--- src/rtl/stall_tmo_pkg.sv ---
package stall_tmo_pkg;

   // Default geometry of the monitor.
   localparam int unsigned DEF_REGIONS = 4;
   localparam int unsigned DEF_LIMIT_W = 8;

   // Readback implementation choices.
   typedef enum logic [0:0] {
      RDBK_COMB = 1'b0,
      RDBK_FLOP = 1'b1
   } rdbk_mode_e;

endpackage

--- src/rtl/stall_tmo_limits.sv ---
module stall_tmo_limits
   import stall_tmo_pkg::*;
#(
   parameter int unsigned NUM_REGIONS = DEF_REGIONS,
   parameter int unsigned LIMIT_W     = DEF_LIMIT_W,
   parameter rdbk_mode_e  RDBK_MODE   = RDBK_COMB,
   localparam int unsigned REGION_W   = $clog2(NUM_REGIONS)
) (
   input  logic                clk,
   input  logic                rst_n,
   input  logic                cfg_we,
   input  logic [REGION_W-1:0] cfg_addr,
   input  logic [LIMIT_W-1:0]  cfg_wdata,
   output logic [LIMIT_W-1:0]  cfg_rdata,
   output logic [LIMIT_W-1:0]  lim [NUM_REGIONS]
);

   // One limit register per region; the reset value is the largest limit.
   for (genvar g = 0; g < NUM_REGIONS; g++) begin : g_lim
      always_ff @(posedge clk or negedge rst_n) begin
         if (!rst_n) begin
            lim[g] <= '1;
         end else if (cfg_we && (cfg_addr == REGION_W'(g))) begin
            lim[g] <= cfg_wdata;
         end
      end
   end

   // Readback: combinational select, or registered select.
   if (RDBK_MODE == RDBK_COMB) begin : g_rd_comb
      always_comb cfg_rdata = lim[cfg_addr];
   end else begin : g_rd_flop
      logic [LIMIT_W-1:0] rd_q;
      always_ff @(posedge clk or negedge rst_n) begin
         if (!rst_n) rd_q <= '1;
         else        rd_q <= lim[cfg_addr];
      end
      always_comb cfg_rdata = rd_q;
   end

   // a write lands in the addressed register.
   a_r2_write_lands: assert property (@(posedge clk) disable iff (!rst_n)
      cfg_we |=> (lim[$past(cfg_addr)] == $past(cfg_wdata)));

endmodule

--- src/rtl/stall_tmo_tracker.sv ---
module stall_tmo_tracker #(
   parameter int unsigned NUM_REGIONS = 4,
   localparam int unsigned REGION_W   = $clog2(NUM_REGIONS)
) (
   input  logic                clk,
   input  logic                rst_n,
   input  logic                acc_valid,
   input  logic [REGION_W-1:0] acc_region,
   input  logic                bus_ready,
   output logic                stall,
   output logic [REGION_W-1:0] region_sel
);

   logic                in_acc_q;
   logic [REGION_W-1:0] region_q;
   logic                first_cyc;

   // An access continues across an edge only while it is stalled.
   always_comb stall     = acc_valid && !bus_ready;
   always_comb first_cyc = acc_valid && !in_acc_q;
   always_comb region_sel = first_cyc ? acc_region : region_q;

   always_ff @(posedge clk or negedge rst_n) begin
      if (!rst_n) begin
         in_acc_q <= 1'b0;
         region_q <= '0;
      end else begin
         in_acc_q <= stall;
         if (acc_valid) region_q <= region_sel;
      end
   end

   // the region in use does not change while an access continues.
   a_r9_region_hold: assert property (@(posedge clk) disable iff (!rst_n)
      stall |=> (!acc_valid || (region_sel == $past(region_sel))));

endmodule

--- src/rtl/stall_tmo_counter.sv ---
module stall_tmo_counter #(
   parameter int unsigned LIMIT_W = 8
) (
   input  logic               clk,
   input  logic               rst_n,
   input  logic               stall,
   input  logic [LIMIT_W-1:0] limit,
   output logic               tmo
);

   logic [LIMIT_W-1:0] cnt_q;
   logic               fired_q;
   logic               tmo_q;
   logic [LIMIT_W:0]   cnt_inc;
   logic               hit;

   always_comb cnt_inc = {1'b0, cnt_q} + 1'b1;
   always_comb hit = stall && !fired_q && (limit != '0)
                     && (cnt_inc == {1'b0, limit});

   always_ff @(posedge clk or negedge rst_n) begin
      if (!rst_n) begin
         cnt_q   <= '0;
         fired_q <= 1'b0;
         tmo_q   <= 1'b0;
      end else begin
         tmo_q <= hit;
         if (!stall) begin
            cnt_q   <= '0;
            fired_q <= 1'b0;
         end else begin
            fired_q <= fired_q || hit;
            if (!fired_q && (cnt_q != '1)) cnt_q <= cnt_inc[LIMIT_W-1:0];
         end
      end
   end

   always_comb tmo = tmo_q;

   // any edge without a stall leaves the count at zero.
   a_r5_count_clears: assert property (@(posedge clk) disable iff (!rst_n)
      !stall |=> (cnt_q == '0));
   // the pulse is one cycle wide.
   a_r7_single_cycle: assert property (@(posedge clk) disable iff (!rst_n)
      tmo_q |=> !tmo_q);
   // a pulse is always caused by a stalled sample.
   a_r3_stall_cause: assert property (@(posedge clk) disable iff (!rst_n)
      tmo_q |-> $past(stall));

endmodule

--- src/rtl/bus_stall_timeout.sv ---
module bus_stall_timeout
   import stall_tmo_pkg::*;
#(
   parameter int unsigned NUM_REGIONS = DEF_REGIONS,
   parameter int unsigned LIMIT_W     = DEF_LIMIT_W,
   parameter rdbk_mode_e  RDBK_MODE   = RDBK_COMB,
   localparam int unsigned REGION_W   = $clog2(NUM_REGIONS)
) (
   input  logic                clk,
   input  logic                rst_n,
   input  logic                acc_valid,
   input  logic [REGION_W-1:0] acc_region,
   input  logic                bus_ready,
   input  logic                cfg_we,
   input  logic [REGION_W-1:0] cfg_addr,
   input  logic [LIMIT_W-1:0]  cfg_wdata,
   output logic [LIMIT_W-1:0]  cfg_rdata,
   output logic                tmo_pulse
);

   // Elaboration-time checks on the parameters.
   if (NUM_REGIONS < 2 || NUM_REGIONS != (1 << REGION_W)) begin : g_chk_regions
      $error("NUM_REGIONS must be a power of two, at least 2");
   end
   if (LIMIT_W < 1 || LIMIT_W > 16) begin : g_chk_limit
      $error("LIMIT_W must lie in 1..16");
   end

   logic [LIMIT_W-1:0]  lim [NUM_REGIONS];
   logic [LIMIT_W-1:0]  sel_limit;
   logic [REGION_W-1:0] region_sel;
   logic                stall;

   stall_tmo_limits #(
      .NUM_REGIONS (NUM_REGIONS),
      .LIMIT_W     (LIMIT_W),
      .RDBK_MODE   (RDBK_MODE)
   ) u_limits (
      .clk       (clk),
      .rst_n     (rst_n),
      .cfg_we    (cfg_we),
      .cfg_addr  (cfg_addr),
      .cfg_wdata (cfg_wdata),
      .cfg_rdata (cfg_rdata),
      .lim       (lim)
   );

   stall_tmo_tracker #(
      .NUM_REGIONS (NUM_REGIONS)
   ) u_tracker (
      .clk        (clk),
      .rst_n      (rst_n),
      .acc_valid  (acc_valid),
      .acc_region (acc_region),
      .bus_ready  (bus_ready),
      .stall      (stall),
      .region_sel (region_sel)
   );

   always_comb sel_limit = lim[region_sel];

   stall_tmo_counter #(
      .LIMIT_W (LIMIT_W)
   ) u_counter (
      .clk   (clk),
      .rst_n (rst_n),
      .stall (stall),
      .limit (sel_limit),
      .tmo   (tmo_pulse)
   );

   // no pulse follows a sample taken against a zero limit.
   a_r8_zero_silent: assert property (@(posedge clk) disable iff (!rst_n)
      tmo_pulse |-> ($past(sel_limit) != '0));
   // the pulse follows a stalled cycle seen at the ports.
   a_r3_port_cause: assert property (@(posedge clk) disable iff (!rst_n)
      tmo_pulse |-> $past(acc_valid && !bus_ready));

endmodule

--- config.mk ---
export PLATFORM = sky130hd
export DESIGN_NAME = bus_stall_timeout
export DESIGN_NICKNAME = d
export VERILOG_FILES = /design/src/rtl/stall_tmo_pkg.sv /design/src/rtl/stall_tmo_limits.sv /design/src/rtl/stall_tmo_tracker.sv /design/src/rtl/stall_tmo_counter.sv /design/src/rtl/bus_stall_timeout.sv
export SDC_FILE = /design/constraint.sdc
export NUM_CORES = 1
export LEC_CHECK = 0
export BUFFER_PORTS_ARGS = -buffer_cell sky130_fd_sc_hd__buf_2
export CAP_MARGIN = 20
export CORE_ASPECT_RATIO = 0.7
export CORE_MARGIN = 2
export CORE_UTILIZATION = 50
export CTS_CLUSTER_SIZE = 16
export DETAILED_ROUTE_END_ITERATION = 10
export GPL_ROUTABILITY_DRIVEN = 0
export PLACE_DENSITY_LB_ADDON = 0.3
export SLEW_MARGIN = 30
export SYNTH_ARGS = -nofsm -noshare
export SYNTH_HDL_FRONTEND = slang
export SYNTH_SLANG_ARGS = --single-unit
--- constraint.sdc ---
create_clock -name clk -period 2.76 [get_ports clk]
set_input_delay 0.138 -clock clk [delete_from_list [all_inputs] [get_ports clk]]
set_output_delay 0.138 -clock clk [all_outputs]
set_load 0.02 [all_outputs]
Word-level counts from Yosys, hierarchy flattened
Index checks and enable logic that the tools add are counted.

word-level totals
  flip-flop bits (word level) = 45

cells by class
  add/sub/neg operators = 1
  $lt $le $gt $ge = 2
  equal/unequal tests = 6
  muxes and demuxes = 10
  bitwise logic cells = 2
  reduce and logical (&&, ||, !) cells = 16

operators with widths
  cell                                                       number
  two-way mux 8 bit                                          6
  binary-select mux 8 bit (select 2 bit)                     2
  logical AND 1 bit                                          10
  adder 8 x 1 -> 9 bit (second input constant)               1
  == test 9 x 8 -> 1 bit                                     1
  inequality test 8 bit (second input constant)              1
  nonzero test 8 bit                                         1
  greater-or-equal comparator 3 bit (second input constant)  2
  NOT 2 -> 3 bit                                             2
  == test 2 bit (second input constant)                      2
  zero test 1 bit                                            3
  == test 2 x 1 -> 1 bit (second input constant)             1
  zero test 2 bit                                            1
  two-way mux 2 bit                                          1
  inequality test 2 bit (second input constant)              1
  logical OR 1 bit                                           1
  two-way mux 1 bit                                          1

Depth between registers and ports, before layout
  depth in word-level cells = 12
  depth in mapped cells = 10
  mapped depth without buffers = 8

Hierarchy
A second synthesis with hierarchy kept.

unflattened totals
  cell total of the unflattened synthesis = 171
  area total of the unflattened synthesis = 2512.4 um^2

by module, submodules not included
  module             times used  cells an instance  area an instance (um^2)
  stall_tmo_limits   1           78                 1466.4
  stall_tmo_counter  1           74                 709.4
  bus_stall_timeout  1           10                 196.4
  stall_tmo_tracker  1           9                  140.1

Worst setup path after synthesis
No wires, ideal clock.

  kind = register to register
  start point = register u_counter.cnt_q[0]
  end point = register u_counter.fired_q
  library setup time = 0.064 ns
  data arrival time = 2.339 ns
  required time = 2.696 ns
  setup slack = 0.356 ns
  cell stages (with the launch flop) = 10
  buffers on the path = 1
  cell sequence = dfrtp_1 -> ha_1 -> and3_1 -> clkbuf_1 -> a41oi_1 -> nand3_1 -> mux2_4 -> nor4_2 -> o2111a_2 -> o21a_1

on the way
  cells in the longest elaborated chain, start to end = 5

ends and longest elaborated chain
  element                   RTL line                 source
  start: declaration        stall_tmo_counter.sv:11  logic [LIMIT_W-1:0] cnt_q;
  start signal: assignment  stall_tmo_counter.sv:33  if (!fired_q && (cnt_q != '1)) cnt_q <= cnt_inc[LIMIT_W-1:0];
  adder 8 x 1 -> 9 bit      stall_tmo_counter.sv:17  always_comb cnt_inc = {1'b0, cnt_q} + 1'b1;
  == test 9 x 8 -> 1 bit    stall_tmo_counter.sv:19  && (cnt_inc == {1'b0, limit});
  logical AND 1 bit         stall_tmo_counter.sv:19
  named net u_counter.hit   stall_tmo_counter.sv:15  logic hit;
  logical OR 1 bit          stall_tmo_counter.sv:32  fired_q <= fired_q || hit;
  two-way mux 1 bit         stall_tmo_counter.sv:28  if (!stall) begin
  end signal: assignment    stall_tmo_counter.sv:32
  end: declaration          stall_tmo_counter.sv:12  logic fired_q;

The timed path passes the listed nets, and every way through them passes these cells.
A chain may end at the register's enable or synchronous reset.

Worst setup path in the final report
  start point = register u_tracker.in_acc_q
  end point = register u_counter.fired_q

on the way
  cells in the longest elaborated chain, start to end = 12

ends and longest elaborated chain
  element                                                   RTL line                 source
  start: declaration                                        stall_tmo_tracker.sv:14  logic in_acc_q;
  start signal: assignment                                  stall_tmo_tracker.sv:28  in_acc_q <= stall;
  zero test 1 bit (*)                                       stall_tmo_tracker.sv:20  always_comb first_cyc = acc_valid && !in_acc_q;
  logical AND 1 bit (*)                                     stall_tmo_tracker.sv:20
  two-way mux 2 bit (*)                                     stall_tmo_tracker.sv:21  always_comb region_sel = first_cyc ? acc_region : region_q;
  NOT 2 -> 3 bit (implied by the code) (*)                  bus_stall_timeout.sv:60  always_comb sel_limit = lim[region_sel];
  binary-select mux 8 bit (select 2 bit) (*)                bus_stall_timeout.sv:60
  two-way mux 8 bit (implied by the code) (*) (2 in a row)  bus_stall_timeout.sv:60
  nonzero test 8 bit                                        stall_tmo_counter.sv:18  always_comb hit = stall && !fired_q && (limit != '0)
  logical AND 1 bit                                         stall_tmo_counter.sv:18
  logical AND 1 bit (*)                                     stall_tmo_counter.sv:19
  named net u_counter.hit                                   stall_tmo_counter.sv:15
  logical OR 1 bit (*)                                      stall_tmo_counter.sv:32
  two-way mux 1 bit (*)                                     stall_tmo_counter.sv:28

Mark *: on every way through the listed nets, which the timed path passes. The rest lies on a longest branch. The select of a mux whose other input is x is not followed.

==> flow_metrics.env <==
export IMPL_run_status="complete, no violations"
export IMPL_synthArstFlopShare_pct=100.0
export IMPL_seq_area_frac_synth_pct=43.78
export IMPL_max_cap_viol_count=0
export IMPL_residual_drc=0
export IMPL_p_int_mw=1.341
export IMPL_detail_route_antenna_nets=0
export IMPL_final_period_minus_worst_setup_slack_ns=2.517
export IMPL_critical_path_required_ns=2.95
export IMPL_vdd_drop_max_v=0.0003646
export IMPL_clk_insertion_delay_late_ns=0.30
export IMPL_holdCritStartpoint="cfg_wdata[2]"
export IMPL_core_sq_um=5202
export IMPL_final_setup_viol_count=0
export IMPL_synth_avg_cell_area_sq_um=12.62
export IMPL_critical_path_reg2reg_startpoint="u_tracker.in_acc_q"
export IMPL_dpl_hpwl_mm=4.086
export IMPL_finalSetupTns_ns=0
export IMPL_muxShareOfSynthArea_pct=30.39
export IMPL_final_min_period_over_clock_period_pct=91.19
export IMPL_grt_first_pass_wirelength_mm=9.094
export IMPL_place_detailed_instances=304
export IMPL_tritoncts_num_sinks=45
export IMPL_worstSetupEndpointType="flip-flop"
export IMPL_synth_flop_cell="sky130_fd_sc_hd__dfstp_2"
export IMPL_timing_clock_skew_ns=0.008267
export IMPL_drive_above_1_share_pct=49.79
export IMPL_initial_core_util_pct=51.20
export IMPL_dominant_combinational_cell_family_by_area_after_synthesis="multiplexers"
export IMPL_powerDensity_nw_per_um2=631.2
export IMPL_fp_dieArea_sq_um=5937
export IMPL_final_max_slew_violation_count=0
export IMPL_drt_iter0_drc=128
export IMPL_ys_ff_latch=45
export IMPL_gr_usage_all_layers_pct=19.95
export IMPL_syn_inst=211
export IMPL_cts_buffers_inserted=5
export IMPL_pin_count=26
export IMPL_number_of_standard_cells_in_the_layout_taps_in_and_fillers_out=313
export IMPL_worstMarginPinSlew_ns=0.5614
export IMPL_n_antenna_cell=0
export IMPL_grt_antenna_before_repair=0
export IMPL_synth_xor_area_share_pct=4.603
export IMPL_die_w_microns=91.24
export IMPL_synth_compound_gate_area_share_pct=6.858
export IMPL_cts_clk_slew_worst_paths_ns=0.09
export IMPL_cts_root_buffer_cell="sky130_fd_sc_hd__clkbuf_8"
export IMPL_power_share_switching_pct=29.00
export IMPL_critical_path_max_fanout=11
export IMPL_power_frac_seq_pct=48.6
export IMPL_portBuffers=25
export IMPL_crit_path_start="u_tracker.in_acc_q"
export IMPL_dr_pass1_iters=4
export IMPL_vias_in_the_first_global_route=1799
export IMPL_total_wirelength_mm=5.509
export IMPL_grt_overflow_total=0
export IMPL_htree_levels=2
export IMPL_timing_slew_headroom_pct=62.46
export IMPL_wire_per_inst_microns=17.60
export IMPL_finalHoldViolCount=0
export IMPL_yosys_cell_types_count=46
export IMPL_cts_tree="done"
export IMPL_cts_max_path_buffers=2
export IMPL_grt_start_max_net_pins=46
export IMPL_syn_cell_area_sq_um=2664
export IMPL_static_leakage_power_nw=1.253
export IMPL_num_rows=22
export IMPL_synth_enable_flop_cells=0
export IMPL_routed_via_density=5.770
export IMPL_grt_setup_unrepaired="no"
export IMPL_comb_power_share_pct=25.4
export IMPL_f_max_mhz=397.3
export IMPL_rrSetupSlack_ns=0.24
export IMPL_cp_arrival_ns=2.70
export IMPL_yosys_warnings=0
export IMPL_synthesis_nets=229
export IMPL_synthAdderAreaFrac_pct=0.4697
export IMPL_yosys_area_share_simple_pct=11.27
export IMPL_switching_power_of_the_nets_mw=0.5476
export IMPL_fin_nets=258
export IMPL_hp_class="in2reg"
export IMPL_dieHeight_microns=65.07
export IMPL_detailroute_via_count=1806
export IMPL_final_fill_count=439
export IMPL_power_frac_clock_pct=26.0
export IMPL_worst_setup_path_type="reg2reg"
export IMPL_cts_setup_buffers=0
export IMPL_element_type_at_the_critical_path_start="flip-flop"
export IMPL_synthToLayoutAreaGrowth_pct=12.31
## state kept, by name (all words and copies together), names as in the netlist
name,cells
u_counter.tmo,1
u_counter.fired_q,1
u_counter.cnt_q,8
u_tracker.in_acc_q,1
u_limits.lim,32
u_tracker.region_q,2
## power groups by stage
stage | logic, mW | registers, mW | clock network [mW]
5_1_grt | 0.523 | 0.932 | 0.538
2_1_floorplan | 0.386 | 0.885 | 0
4_1_cts | 0.485 | 0.917 | 0.506
6_report | 0.480 | 0.917 | 0.491
3_3_place_gp | 0.469 | 0.921 | 0
3_5_place_dp | 0.482 | 0.928 | 0
## cells in the final DEF, fill, tap and decap left out, types with 6 or more instances in the layout
cell type / count
sky130_fd_sc_hd__nand2_1: 22
sky130_fd_sc_hd__dfstp_2: 32
sky130_fd_sc_hd__buf_4: 6
sky130_fd_sc_hd__mux4_2: 9
sky130_fd_sc_hd__clkbuf_8: 6
sky130_fd_sc_hd__dfrtp_1: 13
sky130_fd_sc_hd__nor2_1: 15
sky130_fd_sc_hd__xnor2_1: 6
sky130_fd_sc_hd__mux2_2: 32
sky130_fd_sc_hd__xor2_1: 8
sky130_fd_sc_hd__mux2i_1: 9
sky130_fd_sc_hd__buf_2: 24
sky130_fd_sc_hd__a211o_1: 8
## kinds of logic (layout without fill, tap and decap cells)
group | after synthesis | count (layout)
adders and majority gates | 1 | 1
and+or+nand+nor | 59 | 59
xor gates and xnor gates | 14 | 14
muxes | 57 | 57
DFF | 45 | 45
AOI/OAI and AO/OA | 23 | 23
buffers and inverters | 12 | 42
## worst max-delay path, cell delays in order, from the launching register on
cell	delay, ns
sky130_fd_sc_hd__dfrtp_1	0.40
sky130_fd_sc_hd__nor2b_4	0.21
sky130_fd_sc_hd__mux2i_4	0.36
sky130_fd_sc_hd__inv_2	0.18
sky130_fd_sc_hd__mux4_1	0.50
sky130_fd_sc_hd__xor2_1	0.17
sky130_fd_sc_hd__nor4b_2	0.16
sky130_fd_sc_hd__o2111a_2	0.27
sky130_fd_sc_hd__o21a_1	0.16
## repair_timing
| item | CTS | global route |
|---|---|---|
| gates resized for setup | 0 | 1 |
| setup endpoints to repair | 0 | 1 |
| endpoints found under the hold margin | 13 | 0 |
| hold buffers | 1 | 0 |
## area by class of cell
cell class | count | area (sq um) | share of cell area [%]
Inverter | 3 | 11.26 | 0.3764
Multi-Input combinational cell | 154 | 1434 | 47.93
Tap cell | 72 | 90.09 | 3.011
Sequential cell | 45 | 1166 | 38.98
Clock buffer | 7 | 107.6 | 3.597
Clock inverter | 1 | 7.507 | 0.2509
Timing Repair Buffer | 31 | 175.2 | 5.855
## synthesized netlist by cell type (2+ instances only)
| library cell | instances | area [sq um] |
|---|---|---|
| sky130_fd_sc_hd__a41oi_1 | 2 | 17.52 |
| sky130_fd_sc_hd__and3_1 | 4 | 25.02 |
| sky130_fd_sc_hd__nor2_1 | 15 | 56.30 |
| sky130_fd_sc_hd__nand3_1 | 4 | 20.02 |
| sky130_fd_sc_hd__mux4_1 | 4 | 105.1 |
| sky130_fd_sc_hd__a21oi_1 | 3 | 15.01 |
| sky130_fd_sc_hd__clkbuf_1 | 5 | 18.77 |
| sky130_fd_sc_hd__a211o_1 | 8 | 70.07 |
| sky130_fd_sc_hd__mux4_2 | 9 | 202.7 |
| sky130_fd_sc_hd__xnor2_1 | 6 | 52.55 |
| sky130_fd_sc_hd__nand2_1 | 22 | 82.58 |
| sky130_fd_sc_hd__dfrtp_1 | 13 | 325.3 |
| sky130_fd_sc_hd__mux2i_1 | 9 | 90.09 |
| sky130_fd_sc_hd__xor2_1 | 8 | 70.07 |
| sky130_fd_sc_hd__inv_1 | 2 | 7.510 |
| sky130_fd_sc_hd__a211oi_1 | 2 | 15.01 |
| sky130_fd_sc_hd__nand3b_1 | 2 | 15.01 |
| sky130_fd_sc_hd__dfstp_2 | 32 | 840.8 |
| sky130_fd_sc_hd__mux2_2 | 32 | 360.4 |
| sky130_fd_sc_hd__o21ai_0 | 2 | 10.01 |
| sky130_fd_sc_hd__nor3b_1 | 2 | 15.01 |
## stage by stage
stage	area (sq um)	power, mW	util, %	hold WS (ns)	setup slack (ns)
2_1_floorplan	2664	1.270	-	-0.1576	0.3562
3_3_place_gp	2858	1.390	54.93	0.3548	0.3541
3_5_place_dp	2860	1.411	54.98	0.1816	0.2303
4_1_cts	2985	1.907	57.38	0.1089	0.2186
5_1_grt	2992	1.993	57.50	0.1106	0.09021
6_report	2992	1.888	57.50	0.1157	0.2432
## routing by layer
layer / vias up / GRT usage (%) / routed length [microns]
met2: 40 / 32.41 / 2618
li1: 842 / - / -
met5: - / 0 / 0
met1: 924 / 28.33 / 2626
met4: 0 / 3.409 / 0
met3: 0 / 4.186 / 264
## final timing paths
kind | to | cells past startpoint
max in group asynchronous | u_limits.lim[13] | 2
min in group asynchronous | u_counter.cnt_q[4] | 2
hold reg to reg | u_counter.fired_q | 1
setup reg to reg | u_counter.fired_q | 8
setup / recovery | u_counter.fired_q | 8
hold / removal | u_limits.lim[26] | 2
Power figures use the tool's default switching activity.
